File: src/rtl/adc_serial_port.sv
module adc_serial_port #(
  parameter int DATA_W   = 8,
  parameter int PAD      = 4,
  parameter int PD_FIRST = 2,
  parameter int PD_LAST  = 9
) (
  input  logic              clk,
  input  logic              rst_n,
  input  logic              cs_n,
  input  logic              sclk,
  input  logic [DATA_W-1:0] sample,
  output logic              sdo,
  output logic              sdo_oe,
  output logic              data_valid,
  output logic [1:0]        phase
);
  localparam int FRAME = DATA_W + 2 * PAD;
  localparam int CW    = $clog2(FRAME + 1);
  localparam int IW    = (DATA_W > 1) ? $clog2(DATA_W) : 1;

  localparam logic [CW-1:0] LAST_EDGE = CW'(FRAME);
  localparam logic [CW-1:0] ACQ_AT    = CW'(PAD + DATA_W - 1);
  localparam logic [CW-1:0] DATA_LO   = CW'(PAD);
  localparam logic [CW-1:0] DATA_HI   = CW'(PAD + DATA_W);
  localparam logic [CW-1:0] PD_LO     = CW'(PD_FIRST);
  localparam logic [CW-1:0] PD_HI     = CW'(PD_LAST);

  localparam logic [1:0] PH_IDLE = 2'd0;
  localparam logic [1:0] PH_CONV = 2'd1;
  localparam logic [1:0] PH_ACQ  = 2'd2;
  localparam logic [1:0] PH_PD   = 2'd3;

  logic              cs_d, sclk_d;
  logic              in_frame, acq_hit, pd;
  logic [CW-1:0]     fcnt, nxt;
  logic [DATA_W-1:0] lat;
  logic [IW-1:0]     idx;
  logic              cs_fall, cs_rise, sclk_fall, sclk_rise, in_data;

  assign cs_fall   = cs_d & ~cs_n;
  assign cs_rise   = ~cs_d & cs_n;
  assign sclk_fall = sclk_d & ~sclk;
  assign sclk_rise = ~sclk_d & sclk;
  assign nxt       = fcnt + 1'b1;
  assign idx       = IW'(ACQ_AT - nxt);
  assign in_data   = (nxt >= DATA_LO) && (nxt < DATA_HI);

  always_ff @(posedge clk or negedge rst_n) begin
    if (!rst_n) begin
      cs_d       <= 1'b1;
      sclk_d     <= 1'b0;
      in_frame   <= 1'b0;
      acq_hit    <= 1'b0;
      pd         <= 1'b0;
      fcnt       <= '0;
      lat        <= '0;
      sdo        <= 1'b0;
      sdo_oe     <= 1'b0;
      data_valid <= 1'b0;
      phase      <= PH_IDLE;
    end else begin
      cs_d   <= cs_n;
      sclk_d <= sclk;
      if (cs_fall) begin
        in_frame <= 1'b1;
        acq_hit  <= 1'b0;
        fcnt     <= '0;
        lat      <= sample;
        sdo      <= 1'b0;
        sdo_oe   <= 1'b1;
        phase    <= PH_CONV;
      end else if (cs_rise && in_frame) begin
        in_frame <= 1'b0;
        sdo      <= 1'b0;
        sdo_oe   <= 1'b0;
        if (acq_hit) begin
          data_valid <= 1'b1;
        end else if (fcnt >= PD_LO && fcnt <= PD_HI) begin
          data_valid <= 1'b0;
          pd         <= 1'b1;
          phase      <= PH_PD;
        end else begin
          data_valid <= 1'b0;
          phase      <= pd ? PH_PD : PH_IDLE;
        end
      end else if (in_frame) begin
        if (sclk_rise && fcnt == ACQ_AT && !acq_hit) begin
          acq_hit <= 1'b1;
          pd      <= 1'b0;
          phase   <= PH_ACQ;
        end
        if (sclk_fall && fcnt != LAST_EDGE) begin
          fcnt <= nxt;
          if (nxt == LAST_EDGE) begin
            sdo    <= 1'b0;
            sdo_oe <= 1'b0;
          end else begin
            sdo <= in_data & data_valid & lat[idx];
          end
        end
      end
    end
  end
endmodule

File: config.mk
export PLATFORM = sky130hd
export DESIGN_NAME = adc_serial_port
export DESIGN_NICKNAME = d
export VERILOG_FILES = /design/src/rtl/adc_serial_port.sv
export SDC_FILE = /design/constraint.sdc
export NUM_CORES = 1
export LEC_CHECK = 0
export ABC_AREA = 1
export BUFFER_PORTS_ARGS = -buffer_cell sky130_fd_sc_hd__buf_2
export CELL_PAD_IN_SITES_DETAIL_PLACEMENT = 0
export CELL_PAD_IN_SITES_GLOBAL_PLACEMENT = 1
export CORE_ASPECT_RATIO = 0.6
export CORE_MARGIN = 5
export CORE_UTILIZATION = 35
export CTS_BUF_LIST = sky130_fd_sc_hd__clkbuf_16
export DETAILED_ROUTE_END_ITERATION = 10
export PLACE_DENSITY_LB_ADDON = 0.12
export SLEW_MARGIN = 0
export SYNTH_ARGS = -nofsm -noshare
export SYNTH_HDL_FRONTEND = slang
export SYNTH_SLANG_ARGS = --single-unit
File: constraint.sdc
create_clock -name clk -period 1.4 [get_ports clk]
set_clock_uncertainty 0.05 [all_clocks]
set_input_delay 0.14 -clock clk [delete_from_list [all_inputs] [get_ports clk]]
set_output_delay 0.14 -clock clk [all_outputs]
set_load 0.01 [all_outputs]
; Word level (Yosys, flattened, before mapping)
; Index checks and enable logic that the tools add are counted.
[totals]
out_inout_bits = 5
reg_bits = 23
input_bits = 12
elab_cells = 95
[op_classes]
muxes = 35
n_lt_le_gt_ge = 5
bitwise_logic = 11
n_reduce_logical = 24
addsub = 2
eq_ne = 7
[op_table]
columns = cell, count
row1 = $mux 1, 23
row2 = $mux 5, 4
row3 = $mux 2, 7
row4 = $reduce_and 3->1, 4
row5 = $reduce_bool 2->1, 6
row6 = $reduce_bool 3->1, 4
row7 = $and 1x1->1, 6
row8 = $logic_and 1x1->1, 6
row9 = $add 5x1->5 const B, 1
row10 = $eq 5x4->1 const B, 1
row11 = $eq 5x5->1 const B, 1
row12 = $ge 5x2->1 const B, 1
row13 = $ge 5x3->1 const B, 1
row14 = $le 5x4->1 const B, 1
row15 = $lt 5x4->1 const B, 1
row16 = $ne 5x5->1 const B, 1
row17 = $not 1->1, 5
row18 = $reduce_and 5->1, 1
row19 = $lt 3x4->1 const B, 1
row20 = $ne 2x2->1 const B, 2
row21 = $reduce_and 2->1, 2
row22 = $bmux 1 s3, 1
row23 = $ne 3x3->1 const B, 1
row24 = $sub 2x3->3 const A, 1
row25 = other kinds (2), 2

; Longest topological paths before layout
; Gate-level depths: netlist of run 1.
[logic_depth]
depth_word = 10
ltp_mapped = 13
ltp_nobuf = 12

; Least setup slack after synthesis of run 1
; No wires, ideal clock.
[synth_path]
path_type = reg-to-reg
start = register fcnt[0]
end = register sdo
arrival_ps = 1359
path_slack_ps = -126
setup_ps = 117
path_stages_with_launch = 12
required_ps = 1233
synth_period_minus_slack_ps = 1526
n_path_buf = 1
path_cell_list = dfrtp_1 buf_2 inv_1 ha_1 inv_1 nor2_1 nand2_1 nand2_1 nand2_1 nand2_1 nand3_1 nand2_1
[synth_between]
elab_chain_cells = 10
elab_cells_between_ends = 19
cone_classes = add/sub (2) / order compare (2) / eq/ne (2) / mux (7) / bitwise (2) / reduce/logical (4)
[synth_lines]
columns = item, line
row1 = "start, declared", 35  ; logic [CW-1:0] fcnt, nxt;
row2 = "start signal, assigned", 93  ; fcnt <= nxt;
row3 = $add 5x1->5, 44  ; assign nxt = fcnt + 1'b1;
row4 = $sub 2x3->3 (tied with other cells), 45  ; assign idx = IW'(ACQ_AT - nxt);
row5 = $bmux 1 s3 / $logic_and 1x1->1 (equally long branches), "98, 46"
row6 = $mux 1 (not written as such) / $and 1x1->1 (equally long branches), 98  ; sdo <= in_data & data_valid & lat[idx];
row7 = $and 1x1->1, 98
row8 = $mux 1, 94  ; if (nxt == LAST_EDGE) begin
row9 = $mux 1, 92  ; if (sclk_fall && fcnt != LAST_EDGE) begin
row10 = $mux 1, 86  ; end else if (in_frame) begin
row11 = $mux 1, 72  ; end else if (cs_rise && in_frame) begin
row12 = $mux 1, 64  ; if (cs_fall) begin
row13 = "end signal, assigned", 98
row14 = "end, declared", 12  ; output logic sdo,
; Parallel ways exist; a longest one is shown, timed or not. The select of a mux whose other input is x is not followed.
; A chain may end at the register's enable or synchronous reset.

; Worst setup path after layout of run 1
[layout_path]
start = register fcnt[1]
end = register phase[0]
[layout_between]
elab_chain_cells = 6
elab_cells_between_ends = 12
cone_classes = order compare (2) / eq/ne (1) / mux (4) / reduce/logical (5)
[layout_lines]
columns = item, line
row1 = $ge 5x2->1 / $le 5x4->1 (equally long branches), 78  ; end else if (fcnt >= PD_LO && fcnt <= PD_HI) begin
row2 = $logic_and 1x1->1, 78
row3 = $mux 2, 78
row4 = $mux 2, 76  ; if (acq_hit) begin
row5 = $mux 2, 72
row6 = $mux 2, 64
row7 = "end signal, assigned", 84  ; phase <= pd ? PH_PD : PH_IDLE;
row8 = "end, declared", 15  ; output logic [1:0] phase
; Parallel ways exist; a longest one is shown, timed or not. The select of a mux whose other input is x is not followed.

==> metrics.txt, run 1 <==
Synth top area share=42.8%; mean cell area of the mapped netlist=7.19 um^2; Max VDD drop=0.641 mV; Final Hold Fails=0; Netlist Area Pre-Place=1290 um^2; die height=57.0 um; via count=1186; CTS Buf Count=3; Worst path max stage delay=0.45 ns; Slowest-stage cell, CP=dfrtp_2; routed vias/inst=4.56; WL met3=106 um; post-route setup slack=-0.0275 ns; crit-path max FO=4; htree depth=1; Port Buffers=16; top sig layer=met4; reg-to-reg startpoint=fcnt[1]$_DFFE_PN0P_; clk_lat worst skew=0.26 ns; M1 wire length=1690 um; Final Setup Violations=8; Placed Cells=251; CP arrival=1.53 ns; initial drt markers=36; Syn Inst Count=179; crit-path cells=buf_6, ha_1, nor2_2, a21oi_2, nand2_2, nand3_1, nand3_1, nand2_2; max cap viols=0; CTS Root Cell=clkbuf_16; Critical R2R Capture=phase[0]$_DFFE_PN0P_; Initial Util=35.6%; hold path start=sample[4]; Synth area leaders=dfrtp_1 43%, nand2_1 20%, inv_1 7.0%; number of global-route vias before repair=1177; drt pass-1 iters=4; Power Dens Cells=1670 nW/um^2; CP startpoint kind=register; post-route ant nets=0; largest area contributor in the netlist=dfrtp_1; # DRC=0; Seq cells post-synth=23; Post-DP HPWL=2440 um; CP top delay family=flip-flops; number of I/O pins=17; pre-CTS setup slack=-0.125 ns; Bufs and invs on worst path=1; DR WL met2=1320 um; Critical Path RT=1.50 ns; LEAKAGE=0.912 nW; worst hold path cell count=3; chip width=88.3 um; final WL=3150 um; fin nets=230; status=complete, but fails checks; worst slew pin tran=0.520 ns; P&R area growth vs syn=36.0%; Worst Setup SP=fcnt[1]$_DFFE_PN0P_; CTS Buffer Depth=2; clk sink count=23; Yosys Warn Count=0; CTS tree=yes; Mapped Nets=195; reg2reg setup slack=-0.03 ns; GPL Wtd Cong=0.808; synth unique cells=18; pin count of the biggest net entering global routing=24; row count=17; n_diodes=0; R2R depth=8; GRT Overall Usage=14.0%; Non-Filler Instances=260; CORE AREA=3620 um^2; first-pass GRT wire length=5460 um; RSZ-0062 raised after global routing=true; count of pins over their slew limit=0; Achievable Freq=701 MHz; minimum hold slack=0.0211 ns; failing checks=negative setup slack; CP Capture Type=register; Final period util=102%; Crit Path Category=reg -> reg; die area=5030 um^2; initial antenna violation count=0; Relative slew margins=65.3%; Worst-path clk slew=0.06 ns; Worst Hold End=lat[4]$_DFFE_PN0P_; post-DR wirelength/cell=12.1 um; Final Critical Period=1.43 ns; layout cells sized above 1=37.1%; sequential-to-total area share from yosys stat=44.8%; Hold Path Class=in -> reg; GRT Residual Overflow=0
placed cells by master, fill, tap and decap left out, types with 4 or more instances in the layout:
master   synthesis  layout
a21oi_1          7       5
buf_2            4      16
buf_4            0      15
dfrtp_1         22      19
inv_1           24      17
inv_2            2       6
nand2_1         70      58
nand2_2          2      12
nand3_1         17      15
nor2_1          13       8
nor2_2           2       4
nor2_4           2       5
how the worst max path moves through the flow:
stage                                      end  cells past startpoint  slack (ns)
final                     phase[0]$_DFFE_PN0P_                      8       -0.03
after floorplan            fcnt[4]$_DFFE_PN0P_                     12        0.02
after global placement         sdo$_DFFE_PN0P_                      8       -0.15
after CTS                      sdo$_DFFE_PN0P_                     11       -0.05
after global routing       fcnt[1]$_DFFE_PN0P_                     11       -0.12
after detailed placement       sdo$_DFFE_PN0P_                      8       -0.13
through the flow:
stage          total power, W  cell area (um^2)  TNS (ns)  util, %
6_report              0.00292              1750   -0.0793     48.4
3_3_place_gp          0.00205              1520    -0.573     41.9
3_5_place_dp          0.00206              1520    -0.576     41.9
5_1_grt               0.00317              1750     -1.02     48.4
2_1_floorplan         0.00168              1310         0        -
4_1_cts               0.00272              1660    -0.389     45.8
cells in the mapped netlist:
| master | count |
|---|---|
| dfrtp_1 | 22 |
| nand2_2 | 2 |
| buf_6 | 1 |
| nor2_4 | 2 |
| o21ai_0 | 3 |
| nand4_1 | 3 |
| dfstp_2 | 1 |
| a21oi_1 | 7 |
| a22oi_1 | 1 |
| nor2_1 | 13 |
| ha_1 | 4 |
| nor2_2 | 2 |
| nand2_4 | 1 |
| inv_1 | 24 |
| nand2_1 | 70 |
| buf_2 | 4 |
| inv_2 | 2 |
| nand3_1 | 17 |
report_power, final:
part / total, W / switching (W) / internal (W)
combinational: 0.00133 / 0.000728 / 0.000602
clock: 0.000619 / 0.000235 / 0.000384
sequential: 0.000976 / 0.000164 / 0.000812
total: 0.00292 / 0.00113 / 0.00180
kinds of logic after synthesis:
logic type / count (synthesis) / share of synthesized area, %
adder cells (fa/ha/maj): 4 / 3.89
flip-flops: 23 / 44.8
AO/OA/AOI/OAI: 11 / 4.47
buffers and inverters: 31 / 10.0
AND/OR/NAND/NOR: 110 / 36.8
per-layer routing:
metal  up-vias  global-route usage, %
met5         -                      0
met4         0                   3.23
met3         4                   3.32
met2        17                   19.2
met1       541                   22.0
li1        624                      -
sequential cells by signal, summed over array words and instances (netlist names):
name	flops
fcnt	5
sdo_oe	1
sclk_d	1
phase	2
lat	8
acq_hit	1
data_valid	1
cs_d	1
in_frame	1
pd	1
sdo	1
area by class of cell:
| type | instances | area [um^2] |
|---|---|---|
| Clock buffer | 3 | 75.1 |
| Clock inverter | 1 | 5.00 |
| Fill cell | 373 | 1870 |
| Inverter | 26 | 105 |
| Multi-Input combinational cell | 125 | 692 |
| Sequential cell | 23 | 581 |
| Tap cell | 47 | 58.8 |
| Timing Repair Buffer | 35 | 234 |
tightest hold or removal path: stages:
cell and delay [ns]:
buf_2 0.07, nand2_1 0.04, nand2_1 0.04
timing repair:
item                       in CTS  in global routing
setup buffers                   0                  2
hold endpoints to repair       24                  0
setup endpoints to repair      10                 11
gates resized for setup        11                 28
pin swaps                       2                 17
hold buffers                    3                  0
No activity file was read; power rests on OpenSTA's default activity.
==> inputs of run 2 (changes only) <==
--- a/config.mk
+++ b/config.mk
@@ -14,7 +14,7 @@
 export CORE_UTILIZATION = 35
 export CTS_BUF_LIST = sky130_fd_sc_hd__clkbuf_16
 export DETAILED_ROUTE_END_ITERATION = 10
-export PLACE_DENSITY_LB_ADDON = 0.12
+export PLACE_DENSITY_LB_ADDON = 0.1
 export SLEW_MARGIN = 0
 export SYNTH_ARGS = -nofsm -noshare
 export SYNTH_HDL_FRONTEND = slang
==> metrics.txt, run 2 (same netlist as run 1, synthesis figures left out) <==
status=complete, but fails checks; failing checks=negative setup slack; CP startpoint kind=register; htree depth=1; CTS Root Cell=clkbuf_16; initial drt markers=68; worst slew pin tran=0.547 ns; die area=5030 um^2; via count=1148; Final period util=102%; Worst-path clk slew=0.06 ns; Hold Path Class=in -> reg; Final Setup Violations=6; Max VDD drop=0.699 mV; Initial Util=35.6%; leading cell type in the layout, fill and taps excluded=nand2_1; post-route setup slack=-0.0220 ns; max cap viols=0; Achievable Freq=703 MHz; minimum hold slack=0.0246 ns; number of global-route vias before repair=1082; GRT Residual Overflow=0; first-pass GRT wire length=5330 um; die height=57.0 um; # DRC=0; CTS tree=yes; Port Buffers=16; CORE AREA=3620 um^2; CTS Buf Count=3; CP Capture Type=register; crit-path max FO=4; pre-CTS setup slack=-0.138 ns; Crit Path Category=reg -> reg; post-route ant nets=0; most frequent cells in the layout=60 x nand2_1, 19 x inv_1, 19 x dfrtp_1, 16 x buf_2; Power Dens Cells=1660 nW/um^2; Critical Path RT=1.50 ns; layout cells sized above 1=36.8%; final WL=3210 um; P&R area growth vs syn=36.4%; chip width=88.3 um; fin nets=229; clk_lat worst skew=0.25 ns; Relative slew margins=63.5%; worst hold path cell count=3; row count=17; placed inst area=1520 um^2; n_diodes=0; Placed Cells=251; largest register by flop count=lat; routed vias/inst=4.43; CP arrival=1.52 ns; LEAKAGE=0.913 nW; GRT Overall Usage=13.9%; RSZ-0062 raised after global routing=true; setup TNS=-0.0731 ns; max FFs per register=8; clk sink count=23; Post-DP HPWL=2430 um; number of I/O pins=17; drt pass-1 iters=4; Final Critical Period=1.42 ns; count of pins over their slew limit=0; fin area=1760 um^2; GPL Wtd Cong=0.759; R2R depth=8; pin count of the biggest net entering global routing=24; largest registers=lat x8, fcnt x5, phase x2; Final Hold Fails=0; CTS Buffer Depth=2; initial antenna violation count=0; post-DR wirelength/cell=12.4 um; Non-Filler Instances=259
## run 2: cell count changes in the layout (fill, tap and decap cells not counted), moves of 2 or more
cell	change
buf_4	-2
nand3_2	+2
inv_1	+2
nand2_2	-2
nand3_1	-2
nand2_1	+2
## run 2: cell type report
| class | instances | area, um^2 |
|---|---|---|
| clock inverters | 1 | 3.75 |
| inverters | 26 | 105 |
| clock buffers | 3 | 75.1 |
| well taps | 47 | 58.8 |
| flip-flops and latches | 23 | 581 |
| repair buffers | 34 | 230 |
| fillers | 371 | 1860 |
| multi-input cells | 125 | 703 |
## run 2: metrics by stage
stage | total power [W] | util [%]
2_1_floorplan | 0.00168 | -
4_1_cts | 0.00278 | 46.2
3_5_place_dp | 0.00207 | 41.9
5_1_grt | 0.00317 | 48.6
6_report | 0.00291 | 48.6
3_3_place_gp | 0.00205 | 41.9
## run 2: report_power, final
part           total (W)  leakage (nW)  switching [W]  internal [W]
combinational    0.00133         0.592       0.000750      0.000576
clock           0.000609        0.0423       0.000228      0.000381
sequential      0.000973         0.278       0.000162      0.000812
total            0.00291         0.913        0.00114       0.00177
## run 2: path summary, 6_finish.rpt
path / startpoint / to / slack, ns
worst max-delay path: fcnt[1]$_DFFE_PN0P_ / phase[1]$_DFFE_PN0P_ / -0.02
worst min-delay path: sample[6] / lat[6]$_DFFE_PN0P_ / 0.02
worst max register to register: fcnt[1]$_DFFE_PN0P_ / phase[1]$_DFFE_PN0P_ / -0.02
worst min register to register: phase[0]$_DFFE_PN0P_ / phase[0]$_DFFE_PN0P_ / 0.43
max in group asynchronous: rst_n / fcnt[1]$_DFFE_PN0P_ / 0.54
min in group asynchronous: rst_n / lat[3]$_DFFE_PN0P_ / 0.36
## run 2: metal layers
| metal | track usage, % | vias up | wire length (um) |
|---|---|---|---|
| li1 | - | 620 | - |
| met1 | 22.2 | 508 | 1750 |
| met2 | 18.7 | 18 | 1320 |
| met3 | 3.46 | 2 | 120 |
| met4 | 2.59 | 0 | 21 |
| met5 | 0 | - | 0 |
## run 2: repair_timing
item | 4_1_cts | 5_1_grt
buffers inserted | 0 | 1
hold buffers | 3 | 0
endpoints found under the setup margin | 11 | 11
gates resized for setup | 15 | 26
hold endpoints to repair | 24 | 0
pin swaps | 8 | 16
## run 2: critical path, cell delays in order (launching register included)
cell	delay [ns]
dfrtp_2	0.46
buf_6	0.14
ha_2	0.17
nor2_4	0.11
a21oi_2	0.08
nand2_2	0.12
nand3_2	0.07
nand3_1	0.08
nand2_1	0.05
==> inputs of run 3 (changes only) <==
--- a/config.mk
+++ b/config.mk
@@ -5,7 +5,6 @@
 export SDC_FILE = /design/constraint.sdc
 export NUM_CORES = 1
 export LEC_CHECK = 0
-export ABC_AREA = 1
 export BUFFER_PORTS_ARGS = -buffer_cell sky130_fd_sc_hd__buf_2
 export CELL_PAD_IN_SITES_DETAIL_PLACEMENT = 0
 export CELL_PAD_IN_SITES_GLOBAL_PLACEMENT = 1
==> metrics.txt, run 3 <==
GRT Residual Overflow=0; CTS Root Cell=clkbuf_16; fin area=1840 um^2; drt pass-1 iters=4; GRT Overall Usage=13.6%; post-route setup slack=-0.209 ns; minimum hold slack=0.0195 ns; most frequent cells in the layout=29 x nand2_1, 24 x buf_4, 19 x dfrtp_1, 16 x buf_2, 6 x nand2b_1; mux share of post-synthesis cell area=5.13%; max FFs per register=8; chip width=88.5 um; setup TNS=-1.07 ns; CP top delay family=flip-flops; leading cell type in the layout, fill and taps excluded=nand2_1; pre-CTS setup slack=-0.282 ns; initial drt markers=53; Worst Setup SP=fcnt[0]$_DFFE_PN0P_; largest area contributor in the netlist=dfrtp_1; post-DR wirelength/cell=14.0 um; # DRC=0; crit-path max FO=5; R2R depth=6; Worst path max stage delay=0.44 ns; crit-path cells=inv_4, ha_4, mux4_2, nand2_1, mux2i_1, a32o_1; Worst-path clk slew=0.06 ns; RSZ-0062 raised after global routing=true; Slowest-stage cell, CP=dfrtp_2; die area=5050 um^2; sequential-to-total area share from yosys stat=44.6%; routed vias/inst=4.77; CTS Buf Count=3; largest family of logic cells by synthesized area=simple AND/OR/NAND/NOR gates; Post-synth EDFFs=0; multi-input logic area=757 um^2; CTS tree=yes; post-synthesis adder-cell area fraction=3.87%; Yosys Warn Count=0; Mapped Nets=144; GPL Wtd Cong=0.767; layout cells sized above 1=46.6%; mean cell area of the mapped netlist=10.1 um^2; Post-Synth XOR/XNOR Area=3.39%; n_diodes=0; initial antenna violation count=0; htree depth=1; Seq cells post-synth=23; worst hold path cell count=3; count of pins over their slew limit=0; CTS Buffer Depth=2; Crit path depth=6; failing checks=negative setup slack; first-pass GRT wire length=5270 um; Final Hold Fails=0; Final Setup Violations=11; number of global-route vias before repair=1050; Final Critical Period=1.61 ns; LEAKAGE=0.856 nW; via count=1055; Bufs and invs on worst path=1; Critical Path RT=1.49 ns; die height=57.1 um; largest registers=lat x8, fcnt x5, phase x2; reg-to-reg startpoint=fcnt[0]$_DFFE_PN0P_; Synth Area in Compound Gates=13.6%; max cap viols=0; Final period util=115%; Synth top area share=42.6%; row count=17; most frequent cell after synthesis=nand2_1; Post-DP HPWL=2260 um; Final Util=51.0%; Port Buffers=16; CP arrival=1.70 ns; fill count=343; P&R area growth vs syn=42.7%; Netlist Area Pre-Place=1290 um^2; fin nets=191; status=complete, but fails checks; hold path start=sample[1]; CP startpoint kind=register; Syn Inst Count=128; synth unique cells=40; top post-synthesis cells by count=32 x nand2_1, 22 x dfrtp_1, 6 x nand2b_1, 5 x inv_1, 5 x nand3_1; Initial Util=35.7%; Max VDD drop=0.763 mV; Hold Path Class=in -> reg; pin count of the biggest net entering global routing=24; worst slew pin tran=0.541 ns; clk sink count=23; Primary FF master, synth=dfrtp_1; clk_lat worst skew=0.26 ns; register area=581 um^2; placed inst area=1590 um^2; Synth area leaders=dfrtp_1 43%, nand2_1 9.3%, ha_1 3.9%; number of I/O pins=17; Relative slew margins=64.0%; Synth Area in Simple Gates=24.3%; Crit Path Category=reg -> reg; largest register by flop count=lat; Achievable Freq=621 MHz; post-synthesis async set-or-reset flop share=100%; CORE AREA=3620 um^2; post-route ant nets=0; CP Capture Type=register; final WL=3100 um; Power Dens Cells=1490 nW/um^2
## run 3: cell types whose count changed in the layout (fill, tap and decap cells not counted), sizes merged, moves of 3 or more
| cell | previous run | this run |
|---|---|---|
| a21oi | 7 | 3 |
| buf | 31 | 45 |
| inv | 27 | 5 |
| nand2 | 73 | 32 |
| nand2b | 0 | 7 |
| nand3 | 17 | 5 |
| nor2 | 17 | 4 |
| o21ai | 3 | 7 |
| xor2 | 0 | 3 |
## run 3: final timing paths
kind	slack [ns]	endpoint
worst min register to register	0.43	lat[5]$_DFFE_PN0P_
worst min-delay path	0.02	lat[1]$_DFFE_PN0P_
max in group asynchronous	0.55	fcnt[3]$_DFFE_PN0P_
min in group asynchronous	0.35	lat[0]$_DFFE_PN0P_
worst max-delay path	-0.21	sdo$_DFFE_PN0P_
worst max register to register	-0.21	sdo$_DFFE_PN0P_
## run 3: cell type report
class                           instances  area share (%)
Multi-Input combinational cell         94            41.0
Timing Repair Buffer                   48            18.8
Tap cell                               47            3.19
Clock inverter                          1           0.271
Clock buffer                            3            4.07
Inverter                                5            1.15
Sequential cell                        23            31.5
## run 3: repair_timing
item,4_1_cts,5_1_grt
resized for setup,18,7
hold buffers,3,0
buffers inserted,4,2
cloned,0,0
pin swaps,9,4
hold endpoints to repair,24,0
endpoints found under the setup margin,11,11
## run 3: per-layer routing
layer	vias up	GRT usage (%)	part of all wire, %
li1	532	-	-
met1	508	20.9	55
met2	13	18.3	40
met3	2	3.61	3.9
met4	0	3.88	0.90
met5	-	0	0
## run 3: cells by family (layout without fill, tap and decap cells)
logic type	Yosys count	count (layout)
and+or+nand+nor	59	59
xor gates and xnor gates	5	5
AOI/OAI and AO/OA	22	22
buffers and inverters	11	57
DFF	23	23
adders and majority gates	4	4
muxes	4	4
## run 3: per-stage QoR
step / power (W) / instances
6_report: 0.00274 / 221
4_1_cts: 0.00268 / 220
5_1_grt: 0.00292 / 221
3_3_place_gp: 0.00179 / 209
2_1_floorplan: 0.00152 / 128
3_5_place_dp: 0.00181 / 209
## run 3: where the power goes
| group | switching (W) | internal [W] |
|---|---|---|
| sequential | 0.000139 | 0.000777 |
| clock | 0.000247 | 0.000385 |
| combinational | 0.000507 | 0.000690 |
| total | 0.000894 | 0.00185 |
## run 3: worst register-to-register path, cell delays in order (launching register included)
cell and delay (ns):
dfrtp_2 0.44, inv_4 0.06, ha_4 0.29, mux4_2 0.30
nand2_1 0.08, mux2i_1 0.07, a32o_1 0.21
